$ cat config.mk
export PLATFORM = sky130hd
export DESIGN_NAME = usb_attach_detect
export DESIGN_NICKNAME = d
export VERILOG_FILES = /design/src/rtl/usb_ad_pkg.sv /design/src/rtl/usb_ad_tick.sv /design/src/rtl/usb_ad_hold.sv /design/src/rtl/usb_attach_detect.sv
export SDC_FILE = /design/constraint.sdc
export NUM_CORES = 1
export LEC_CHECK = 0
export ABC_AREA = 1
export BUFFER_PORTS_ARGS = -buffer_cell sky130_fd_sc_hd__buf_4
export CAP_MARGIN = 30
export CORE_MARGIN = 5
export CORE_UTILIZATION = 51
export DETAILED_ROUTE_END_ITERATION = 10
export GPL_ROUTABILITY_DRIVEN = 0
export HOLD_SLACK_MARGIN = 0.02
export PLACE_DENSITY = 0.76
export SLEW_MARGIN = 15
export SYNTH_ARGS = -nofsm -noshare
export SYNTH_HDL_FRONTEND = slang
export SYNTH_HIERARCHICAL = 1
export SYNTH_SLANG_ARGS = --single-unit
$ cat constraint.sdc
create_clock -name clk -period 1.8 [get_ports clk]
set_input_delay 0.36 -clock clk [delete_from_list [all_inputs] [get_ports clk]]
set_output_delay 0.36 -clock clk [all_outputs]
set_load 0.01 [all_outputs]
$ cat src/rtl/usb_ad_pkg.sv
// Package: shared line-state type and helpers for the attach/detach detector.
// Assumes dp/dm are already synchronized to clk.
package usb_ad_pkg;

    typedef struct packed {
        logic dp;
        logic dm;
    } line_t;

    // Both lines low (single-ended zero).
    function automatic logic line_se0(input line_t ln);
        return !ln.dp && !ln.dm;
    endfunction

    // At least one line pulled high.
    function automatic logic line_active(input line_t ln);
        return ln.dp || ln.dm;
    endfunction

endpackage

$ cat src/rtl/usb_ad_tick.sv
// Module: free-running prescaler producing a one-cycle tick every TICK_DIV clocks.
// Assumes TICK_DIV >= 1; the first tick falls TICK_DIV-1 cycles after reset release.
module usb_ad_tick #(
    parameter int TICK_DIV = 48
) (
    input  logic clk,
    input  logic rst_n,
    output logic tick
);
    localparam int W = (TICK_DIV > 1) ? $clog2(TICK_DIV) : 1;
    localparam logic [W-1:0] LAST = W'(TICK_DIV - 1);

    logic [W-1:0] cnt;

    // Count cycles modulo TICK_DIV.
    always_ff @(posedge clk) begin
        if (!rst_n)           cnt <= '0;
        else if (cnt == LAST) cnt <= '0;
        else                  cnt <= cnt + W'(1);
    end

    assign tick = (cnt == LAST);

    // Two ticks never come back to back unless the divider is 1.
    assert_tick_spacing_R2: assert property (@(posedge clk) disable iff (!rst_n)
        (TICK_DIV > 1 && tick) |=> !tick);

endmodule

$ cat src/rtl/usb_ad_hold.sv
// Module: hold qualifier. Counts tick cycles during which cond stays true and
// pulses fire in the cycle that completes LIMIT such ticks. Any cycle with cond
// false returns the count to zero. Assumes LIMIT >= 1.
module usb_ad_hold #(
    parameter int LIMIT = 100
) (
    input  logic clk,
    input  logic rst_n,
    input  logic cond,
    input  logic tick,
    output logic fire
);
    localparam int W = $clog2(LIMIT + 1);
    localparam logic [W-1:0] TOP  = W'(LIMIT);
    localparam logic [W-1:0] NEAR = W'(LIMIT - 1);

    logic [W-1:0] run;

    // Advance on qualified ticks, saturate at LIMIT, clear when cond drops.
    always_ff @(posedge clk) begin
        if (!rst_n)                  run <= '0;
        else if (!cond)              run <= '0;
        else if (tick && run != TOP) run <= run + W'(1);
    end

    assign fire = cond && tick && (run == NEAR);

    // The count never passes its limit.
    assert_no_overflow_R4: assert property (@(posedge clk) disable iff (!rst_n)
        run <= TOP);

    // A broken condition always restarts the count.
    assert_break_restarts_R5: assert property (@(posedge clk) disable iff (!rst_n)
        !cond |=> run == '0);

endmodule

$ cat src/rtl/usb_attach_detect.sv
// Module: USB host attach/detach detector top. Keeps the connection status,
// sticky connect/disconnect flags and an enable-gated interrupt.
// Assumes dp/dm synchronized; bus_reset, conn_clr and disc_clr are synchronous strobes.
module usb_attach_detect #(
    parameter int TICK_DIV   = 48,
    parameter int DISC_TICKS = 2_500_000,
    parameter int CONN_TICKS = 100
) (
    input  logic clk,
    input  logic rst_n,
    input  logic dp,
    input  logic dm,
    input  logic bus_reset,
    input  logic conn_ie,
    input  logic disc_ie,
    input  logic conn_clr,
    input  logic disc_clr,
    output logic conn_status,
    output logic conn_flag,
    output logic disc_flag,
    output logic irq
);
    import usb_ad_pkg::*;

    line_t ln;
    logic  tick;
    logic  disc_cond, conn_cond;
    logic  disc_fire, conn_fire;

    assign ln = '{dp: dp, dm: dm};

    // Removal is armed only while connected; attach only while disconnected.
    assign disc_cond = conn_status  && line_se0(ln)    && !bus_reset;
    assign conn_cond = !conn_status && line_active(ln) && !bus_reset;

    usb_ad_tick #(.TICK_DIV(TICK_DIV)) u_tick (
        .clk(clk), .rst_n(rst_n), .tick(tick)
    );

    usb_ad_hold #(.LIMIT(DISC_TICKS)) u_disc_hold (
        .clk(clk), .rst_n(rst_n), .cond(disc_cond), .tick(tick), .fire(disc_fire)
    );

    usb_ad_hold #(.LIMIT(CONN_TICKS)) u_conn_hold (
        .clk(clk), .rst_n(rst_n), .cond(conn_cond), .tick(tick), .fire(conn_fire)
    );

    // Connection status: bus reset first, then removal, then attach.
    always_ff @(posedge clk) begin
        if (!rst_n)         conn_status <= 1'b0;
        else if (bus_reset) conn_status <= 1'b0;
        else if (disc_fire) conn_status <= 1'b0;
        else if (conn_fire) conn_status <= 1'b1;
    end

    // Disconnect flag: set beats clear.
    always_ff @(posedge clk) begin
        if (!rst_n)         disc_flag <= 1'b0;
        else if (disc_fire) disc_flag <= 1'b1;
        else if (disc_clr)  disc_flag <= 1'b0;
    end

    // Connect flag: set beats clear.
    always_ff @(posedge clk) begin
        if (!rst_n)         conn_flag <= 1'b0;
        else if (conn_fire) conn_flag <= 1'b1;
        else if (conn_clr)  conn_flag <= 1'b0;
    end

    // Interrupt: each flag gated by its enable.
    always_comb irq = (conn_flag && conn_ie) || (disc_flag && disc_ie);

    // A new disconnect flag always comes with the status dropped.
    assert_disc_drops_status_R4: assert property (@(posedge clk) disable iff (!rst_n)
        $rose(disc_flag) |-> !conn_status);

    // A new attach always comes with the connect flag.
    assert_attach_flags_R3: assert property (@(posedge clk) disable iff (!rst_n)
        $rose(conn_status) |-> conn_flag);

    // Bus reset leaves the status at 0.
    assert_busrst_status_R6: assert property (@(posedge clk) disable iff (!rst_n)
        bus_reset |=> !conn_status);

    // Bus reset does not touch the disconnect flag.
    assert_busrst_keeps_disc_R6: assert property (@(posedge clk) disable iff (!rst_n)
        (bus_reset && !disc_clr) |=> $stable(disc_flag));

endmodule

==> results_tabular.tex, run 1 <==
\begin{tabular}{lr}
\hline
Metric & Value \\
\hline
\multicolumn{2}{l}{\textbf{Outcome}} \\
\quad Status & completed \\
\multicolumn{2}{l}{\textbf{Floorplan}} \\
\quad Die outline width & 78.3 µm \\
\quad Starting utilization of the core area & between 50\% and 60\% \\
\quad I/O pin cnt & 13 \\
\quad Area of the core & approximately 0.0044 mm² \\
\quad Standard-cell rows & 24 \\
\quad Area of the die & about 0.0061 mm² \\
\quad Die H & a little under 80 µm \\
\multicolumn{2}{l}{\textbf{Hold path}} \\
\quad Worst hold path class & in2reg \\
\quad Instance count along the most critical hold path & 4 \\
\quad Hold Crit Start & disc\_clr \\
\quad Capture endpoint of the worst hold path & disc\_flag \\
\multicolumn{2}{l}{\textbf{Global routing}} \\
\quad Global-route wire length before repair & 8680 µm \\
\quad Total routing resource utilization after global routing & 17.0\% \\
\quad Maximum number of pins on one net before global-route repair & 25 \\
\quad Global-route congestion overflow total & 0 \\
\quad Antenna violations before repair & 0 \\
\quad Vias in the first global route & approximately 2,000 \\
\multicolumn{2}{l}{\textbf{Clock tree}} \\
\quad TritonCTS clock tree & done \\
\quad Clock Sink Count & 38 \\
\quad Resized Gates After CTS & 0 \\
\quad Number of buffers created by CTS & 5 \\
\quad Clock root buffer master & clkbuf\_8 \\
\quad Bufs on Longest Clock Path & 2 \\
\quad H-tree level count & 2 \\
\quad Clock input transition at the sequential cells of the worst setup and hold paths & around 0.070 ns \\
\quad Worst-Skew Late Latency & approximately 0.29 ns \\
\quad Post-CTS Hold Buffers & 0 \\
\quad Post-CTS setup buffers & 0 \\
\multicolumn{2}{l}{\textbf{Timing}} \\
\quad Count of final max-slew check failures & 0 \\
\quad Peak Freq & approximately 600 MHz \\
\quad Worst clock skew & 0.00362 ns \\
\quad Post-route clock period utilization & $\sim$90\% \\
\quad Slew margin rel. & approximately three quarters \\
\quad Total count of hold-check failures in the final report & 0 \\
\quad Clock period minus final worst setup slack & around 1.7 ns \\
\quad Hold slack & around 0.31 ns \\
\quad Least-Margin Pin Slew & between 0.3 and 0.4 ns \\
\quad Final setup fails & 0 \\
\multicolumn{2}{l}{\textbf{Synthesis}} \\
\quad Total number of yosys warnings & 6 \\
\quad Dominant register cell in the synthesized netlist & dfxtp\_1 \\
\quad Number of enable-type register cells in the synthesized netlist & 0 \\
\quad Netlist area before placement & 0.00238 mm² \\
\quad Unique masters post-synth & 29 \\
\quad Synthesized net count & $\sim$390 \\
\quad Async SR Flop Fraction & 0\% \\
\quad Synthesized area per cell & between 6 and 7 µm² \\
\quad Synth Register Bits & 38 \\
\quad Syn Inst Count & about 370 \\
\quad Register area share after synthesis & 31.9\% \\
\multicolumn{2}{l}{\textbf{Drt}} \\
\quad Vias & 2,273 \\
\quad Drc violations & 0 \\
\quad Total wire length after detailed routing & 5040 µm \\
\quad Antenna-violating nets left & 0 \\
\quad Per-cell routed wire length & between 10 and 15 µm \\
\quad Drt initial violations & 221 \\
\quad 1st-pass router iterations & 4 \\
\quad Average vias per placed instance & between 5 and 6 \\
\multicolumn{2}{l}{\textbf{Worst setup path}} \\
\quad Reg2reg end & conn\_flag \\
\quad Element type at the critical path end & flop \\
\quad Category of the worst setup path launch point & flop \\
\quad Category of the most critical setup path & reg2reg \\
\quad Cell count of the worst reg-to-reg path & 7 \\
\quad Maximum single-stage delay on the critical path & $\sim$0.38 ns \\
\quad Family with the most delay on the worst path & simple AND/OR/NAND/NOR gates \\
\quad Reg-to-reg setup timing slack & around 0.14 ns \\
\quad Max FO, Critical Path & 4 \\
\quad Required time of the critical path & a little over 2 ns \\
\quad Beginning of the worst register-to-register path & u\_tick/cnt[0] \\
\quad Buffering stage count on the worst path with inverters included & 1 \\
\quad Cell breakdown of the critical path & ha\_1 -> nand3\_2 -> nor2\_2 -> nand3\_1 -> nor4\_2 -> inv\_1 -> a21oi\_1 \\
\quad Arrival time worst endpoint & between 1.5 and 2 ns \\
\quad Cell type of the slowest stage on the worst timing path & dfxtp\_1 \\
\multicolumn{2}{l}{\textbf{Finish}} \\
\quad Diode count & 0 \\
\quad Final-stage net count & roughly 400 \\
\quad Synth-to-layout area growth & 10.8\% \\
\quad Fin cells & 441 \\
\quad Total area of multi-input combinational cells & approximately 0.0014 mm² \\
\quad Layout cell share with drive strength beyond 1 & roughly 14\% \\
\quad Most common library cell in the layout ignoring fill and taps & nand2\_1 \\
\quad Commonest non-fill, non-tap cells in the layout & 94 x nand2\_1, 59 x nor2\_1, 51 x inv\_1 \\
\quad Layout filler cell count & between 400 and 500 \\
\quad Seq. cell area & $\sim$760 µm² \\
\multicolumn{2}{l}{\textbf{Power and ir drop}} \\
\quad PD cells & $\sim$570 mW/mm² \\
\quad Total leakage power & approximately 0.95 nW \\
\quad Worst vdd rail ir drop & between 0.3 and 0.4 mV \\
\multicolumn{2}{l}{\textbf{Job}} \\
\quad Maxcap violations & 0 \\
\multicolumn{2}{l}{\textbf{Place}} \\
\quad Placed cells & between 400 and 500 \\
\quad Count of input and output buffers & 12 \\
\quad Total half-perimeter wirelength after legalization and detailed placement & around 3700 µm \\
\hline
\end{tabular}
## stage by stage
step | cell area, µm² | util, % | setup slack, ns | setup TNS [ns] | total power, mW
detailed placement | 2530 | 57.0 | 0.0732 | 0 | 0.911
global route | 2640 | 59.4 | -0.00759 | -0.0110 | 1.58
floorplan | 2380 | - | 0.0633 | 0 | 0.891
global placement | 2530 | 57.0 | 0.122 | 0 | 0.911
finish | 2640 | 59.4 | 0.135 | 0 | 1.51
CTS | 2630 | 59.1 | 0.0634 | 0 | 1.52
## synth_stat cells, drive strengths merged (2+ instances only)
master	n	share of area (%)
nor3	4	0.84
a21oi	18	4.1
xor2	8	2.9
nor2	70	13
dfxtp	38	32
inv	55	8.7
nand4	22	5.8
buf	9	2.8
nand2	98	16
ha	5	2.6
o21ai	5	1.5
xnor2	2	0.74
nand3	35	8.3
## worst max path at each step
stage | start | to | slack (ns) | cells past startpoint
3_5_place_dp | u_tick/cnt[0] | u_disc_hold/run[9] | 0.07 | 8
2_1_floorplan | u_tick/cnt[0] | conn_status | 0.06 | 10
5_1_grt | u_tick/cnt[0] | conn_flag | -0.008 | 7
4_1_cts | u_tick/cnt[0] | u_disc_hold/run[9] | 0.06 | 8
3_3_place_gp | u_tick/cnt[0] | u_disc_hold/run[12] | 0.12 | 8
6_report | u_tick/cnt[0] | conn_flag | 0.14 | 7
## worst register-to-register path, stage by stage (launching register included)
cell,delay (ns)
dfxtp_1,0.38
ha_1,0.23
nand3_2,0.13
nor2_2,0.23
nand3_1,0.14
nor4_2,0.30
inv_1,0.07
a21oi_1,0.13
## layout make-up
| type | instances | share of cell area [%] |
|---|---|---|
| sequential | 38 | 28.8 |
| inverter | 55 | 7.97 |
| tap | 52 | 2.47 |
| clock buffer | 6 | 3.13 |
| multi-input combinational | 269 | 51.3 |
| clock inverter | 2 | 0.474 |
| timing repair buffer | 19 | 5.88 |
## state kept, by name, indices dropped and copies added (netlist names)
name / flops
u_disc_hold/run: 22
disc_flag: 1
conn_status: 1
u_conn_hold/run: 7
u_tick/cnt: 6
conn_flag: 1
## power breakdown
| part | switching, mW | total, mW | internal, mW |
|---|---|---|---|
| Sequential | 0.00590 | 0.851 | 0.846 |
| Clock | 0.306 | 0.614 | 0.308 |
| Combinational | 0.0188 | 0.0399 | 0.0211 |
| Total | 0.331 | 1.51 | 1.17 |
## kinds of logic (layout without fill, tap and decap cells)
kind of cell	Yosys count	after routing	synth area share (%)
compound gates	24	24	5.94
xor+xnor	10	10	3.68
fa+ha+maj	5	5	2.63
buf+inv	65	82	11.7
flops	38	38	31.9
simple gates	230	230	44.2
## routing by layer
metal  GRT usage [%]  vias up  wire length, µm
li1                -     1201                -
met1            22.8     1009             2380
met2            28.1       58             2340
met3            3.55        5              288
met4            4.20        0               31
met5               0        -                0
Power figures use the tool's default switching activity.
==> run 2: changes to the inputs <==
--- a/config.mk
+++ b/config.mk
@@ -9,11 +9,11 @@
 export BUFFER_PORTS_ARGS = -buffer_cell sky130_fd_sc_hd__buf_4
 export CAP_MARGIN = 30
 export CORE_MARGIN = 5
-export CORE_UTILIZATION = 51
+export CORE_UTILIZATION = 55
 export DETAILED_ROUTE_END_ITERATION = 10
 export GPL_ROUTABILITY_DRIVEN = 0
 export HOLD_SLACK_MARGIN = 0.02
-export PLACE_DENSITY = 0.76
+export PLACE_DENSITY = 0.81
 export SLEW_MARGIN = 15
 export SYNTH_ARGS = -nofsm -noshare
 export SYNTH_HDL_FRONTEND = slang
==> results_tabular.tex, run 2 (synthesis gave the netlist of run 1 again) <==
\begin{tabular}{lr}
\hline
Metric & Value \\
\hline
\multicolumn{2}{l}{\textbf{Outcome}} \\
\quad Status & completed (unchanged) \\
\multicolumn{2}{l}{\textbf{Clock tree}} \\
\quad Clock input transition at the sequential cells of the worst setup and hold paths & 0.07 ns (about the same) \\
\quad TritonCTS clock tree & done (unchanged) \\
\quad Number of buffers created by CTS & 5 (unchanged) \\
\quad Worst-Skew Late Latency & 0.29 ns (about the same) \\
\quad Bufs on Longest Clock Path & 2 (unchanged) \\
\quad Clock Sink Count & 38 (unchanged) \\
\quad Post-CTS setup buffers & 0 (unchanged) \\
\quad H-tree level count & 2 (unchanged) \\
\quad Clock root buffer master & clkbuf\_8 (unchanged) \\
\multicolumn{2}{l}{\textbf{Finish}} \\
\quad Most flop-heavy register & u\_disc\_hold/run (unchanged) \\
\quad Layout filler cell count & 373 (was 410) \\
\quad Commonest non-fill, non-tap cells in the layout & 94 x nand2\_1, 59 x nor2\_1, 51 x inv\_1 (unchanged) \\
\quad Flip-flop count of the largest register after layout & 22 (unchanged) \\
\quad Most common library cell in the layout ignoring fill and taps & nand2\_1 (unchanged) \\
\quad Diode count & 0 (unchanged) \\
\quad Biggest regs & u\_disc\_hold/run: 22 flops, u\_conn\_hold/run: 7 flops, u\_tick/cnt: 6 flops (unchanged) \\
\quad Final-stage net count & 404 (was 402) \\
\quad Post-Route Utilization & 62.3\% (was 59.4\%) \\
\quad Fin cells & 443 (was 441) \\
\quad Synth-to-layout area growth & 11.4\% (was 10.8\%) \\
\quad Layout cell share with drive strength beyond 1 & 14.1\% (was 13.6\%) \\
\multicolumn{2}{l}{\textbf{Power and ir drop}} \\
\quad PD cells & 568 mW/mm² (was 570 mW/mm²) \\
\quad Net switching fraction of the power & 22.1\% (was 22.0\%) \\
\quad Total leakage power & 0.963 nW (was 0.954 nW) \\
\quad Part of the power in registers & 56.4\% (was 56.6\%) \\
\quad Part of the power in the clock network & 40.9\% (was 40.8\%) \\
\quad Worst vdd rail ir drop & 0.453 mV (was 0.350 mV) \\
\quad Switching power summed over all nets & 0.334 mW (was 0.331 mW) \\
\quad Total power & 1.51 mW (about the same) \\
\quad Internal & 1.17 mW (about the same) \\
\quad Part of the power in combinational logic & 2.7\% (about the same) \\
\multicolumn{2}{l}{\textbf{Worst setup path}} \\
\quad Element type at the critical path end & flop (unchanged) \\
\quad Arrival time worst endpoint & 1.86 ns (was 1.89 ns) \\
\quad Cell count of the worst reg-to-reg path & 9 (was 7) \\
\quad Beginning of the worst register-to-register path & u\_disc\_hold/run[0] (was u\_tick/cnt[0]) \\
\quad Category of the worst setup path launch point & flop (unchanged) \\
\quad Reg2reg end & u\_disc\_hold/run[1] (was conn\_flag) \\
\quad Launching element of the worst setup path & u\_disc\_hold/run[0] (was u\_tick/cnt[0]) \\
\quad Max FO, Critical Path & 14 (was 4) \\
\quad Required time of the critical path & 1.99 ns (was 2.02 ns) \\
\quad Reg-to-reg setup timing slack & 0.12 ns (was 0.14 ns) \\
\quad Category of the most critical setup path & reg2reg (unchanged) \\
\multicolumn{2}{l}{\textbf{Drt}} \\
\quad Per-cell routed wire length & 11.0 µm (was 11.4 µm) \\
\quad 1st-pass router iterations & 4 (unchanged) \\
\quad Vias & 2,269 (was 2,273) \\
\quad Drc violations & 0 (unchanged) \\
\quad Total wire length after detailed routing & 4850 µm (was 5040 µm) \\
\quad Average vias per placed instance & 5.12 (was 5.15) \\
\quad Drt initial violations & 192 (was 221) \\
\quad Antenna-violating nets left & 0 (unchanged) \\
\multicolumn{2}{l}{\textbf{Timing}} \\
\quad Slew margin rel. & 72.9\% (was 76.3\%) \\
\quad Least-Margin Pin Slew & 0.406 ns (was 0.356 ns) \\
\quad Worst clock skew & 0.00674 ns (was 0.00362 ns) \\
\quad Unrepaired setup endpoints after global routing & false \\
\quad Final setup fails & 0 (unchanged) \\
\quad Peak Freq & 597 MHz (was 601 MHz) \\
\quad Hold slack & 0.304 ns (was 0.307 ns) \\
\quad Count of final max-slew check failures & 0 (unchanged) \\
\quad Post-route clock period utilization & 93.1\% (was 92.5\%) \\
\quad Setup TNS after final layout & 0 ns (unchanged) \\
\quad Total count of hold-check failures in the final report & 0 (unchanged) \\
\quad Clock period minus final worst setup slack & 1.68 ns (was 1.66 ns) \\
\multicolumn{2}{l}{\textbf{Hold path}} \\
\quad Instance count along the most critical hold path & 4 (unchanged) \\
\quad Capture endpoint of the worst hold path & conn\_status (was disc\_flag) \\
\quad Worst hold path class & in2reg (unchanged) \\
\quad Hold Crit Start & bus\_reset (was disc\_clr) \\
\multicolumn{2}{l}{\textbf{Global routing}} \\
\quad Maximum number of pins on one net before global-route repair & 20 (was 25) \\
\quad Global-route congestion overflow total & 0 (unchanged) \\
\quad Total routing resource utilization after global routing & 19.0\% (was 17.0\%) \\
\quad Antenna violations before repair & 0 (unchanged) \\
\quad Vias in the first global route & 2,045 (was 2,031) \\
\quad Global-route wire length before repair & 8520 µm (was 8680 µm) \\
\multicolumn{2}{l}{\textbf{Floorplan}} \\
\quad Area of the core & 0.00426 mm² (was 0.00444 mm²) \\
\quad Die outline width & 75.8 µm (was 78.3 µm) \\
\quad Starting utilization of the core area & 55.9\% (was 53.6\%) \\
\quad I/O pin cnt & 13 (unchanged) \\
\quad Die H & 75.8 µm (was 78.3 µm) \\
\quad Area of the die & 0.00575 mm² (was 0.00614 mm²) \\
\quad Standard-cell rows & 24 (unchanged) \\
\multicolumn{2}{l}{\textbf{Place}} \\
\quad Total half-perimeter wirelength after legalization and detailed placement & 3590 µm (was 3680 µm) \\
\quad Count of input and output buffers & 12 (unchanged) \\
\quad Placed cells & 435 (was 433) \\
\multicolumn{2}{l}{\textbf{Job}} \\
\quad Maxcap violations & 0 (unchanged) \\
\hline
\end{tabular}
run 2: changes by cell type in the layout (fill, tap and decap cells not counted), sizes merged:
| cell | delta |
|---|---|
| buf | +2 |
run 2: critical path, stage by stage, from the launching register on:
cell and delay [ns]:
dfxtp_1 0.34, inv_1 0.08, ha_1 0.16, nand3_1 0.09, nor2_2 0.16, nand3_4 0.20, nand2_4 0.17, clkinvlp_4 0.18
nor2_1 0.14, nor2_1 0.06
run 2: worst max path at each step:
stage / slack [ns] / end / cells after the start
floorplan: 0.06 / conn_status / 10
global placement: 0.17 / u_disc_hold/run[12] / 8
detailed placement: 0.10 / u_disc_hold/run[8] / 8
CTS: 0.08 / u_disc_hold/run[8] / 8
global route: 0.002 / u_disc_hold/run[1] / 9
finish: 0.12 / u_disc_hold/run[1] / 9
run 2: per-stage QoR:
| step | setup slack (ns) | instance area, µm² |
|---|---|---|
| after CTS | 0.0775 | 2630 |
| after floorplan | 0.0633 | 2380 |
| final | 0.125 | 2660 |
| after global routing | 0.00228 | 2660 |
| after global placement | 0.170 | 2540 |
| after detailed placement | 0.103 | 2540 |
run 2: per-layer routing:
| metal | global-route usage [%] | wire, µm | up-vias |
|---|---|---|---|
| met5 | 0 | 0 | - |
| met4 | 5.83 | 28 | 0 |
| met3 | 6.73 | 231 | 4 |
| met2 | 30.8 | 2290 | 50 |
| met1 | 23.7 | 2300 | 1005 |
| li1 | - | - | 1210 |
run 2: power by group through the flow:
stage | Clock (mW) | Sequential [mW] | Combinational [mW]
2_1_floorplan | 0 | 0.870 | 0.0208
3_3_place_gp | 0 | 0.870 | 0.0397
3_5_place_dp | 0 | 0.871 | 0.0401
4_1_cts | 0.636 | 0.851 | 0.0403
5_1_grt | 0.687 | 0.852 | 0.0470
6_report | 0.617 | 0.851 | 0.0401
run 2: area by class of cell:
cell class,count,area [µm²],area share (%)
Inverter,55,210,7.92
Clock buffer,6,82.6,3.11
Timing Repair Buffer,21,158,5.94
Multi-Input combinational cell,269,1370,51.5
Sequential cell,38,761,28.7
Tap cell,52,65.1,2.45
Clock inverter,2,12.5,0.471
run 2: what timing repair did:
action / 4_1_cts / 5_1_grt
endpoints found under the hold margin: 0 / 0
hold buffers: 0 / 0
resized for setup: 0 / 4
setup endpoints to repair: 0 / 10
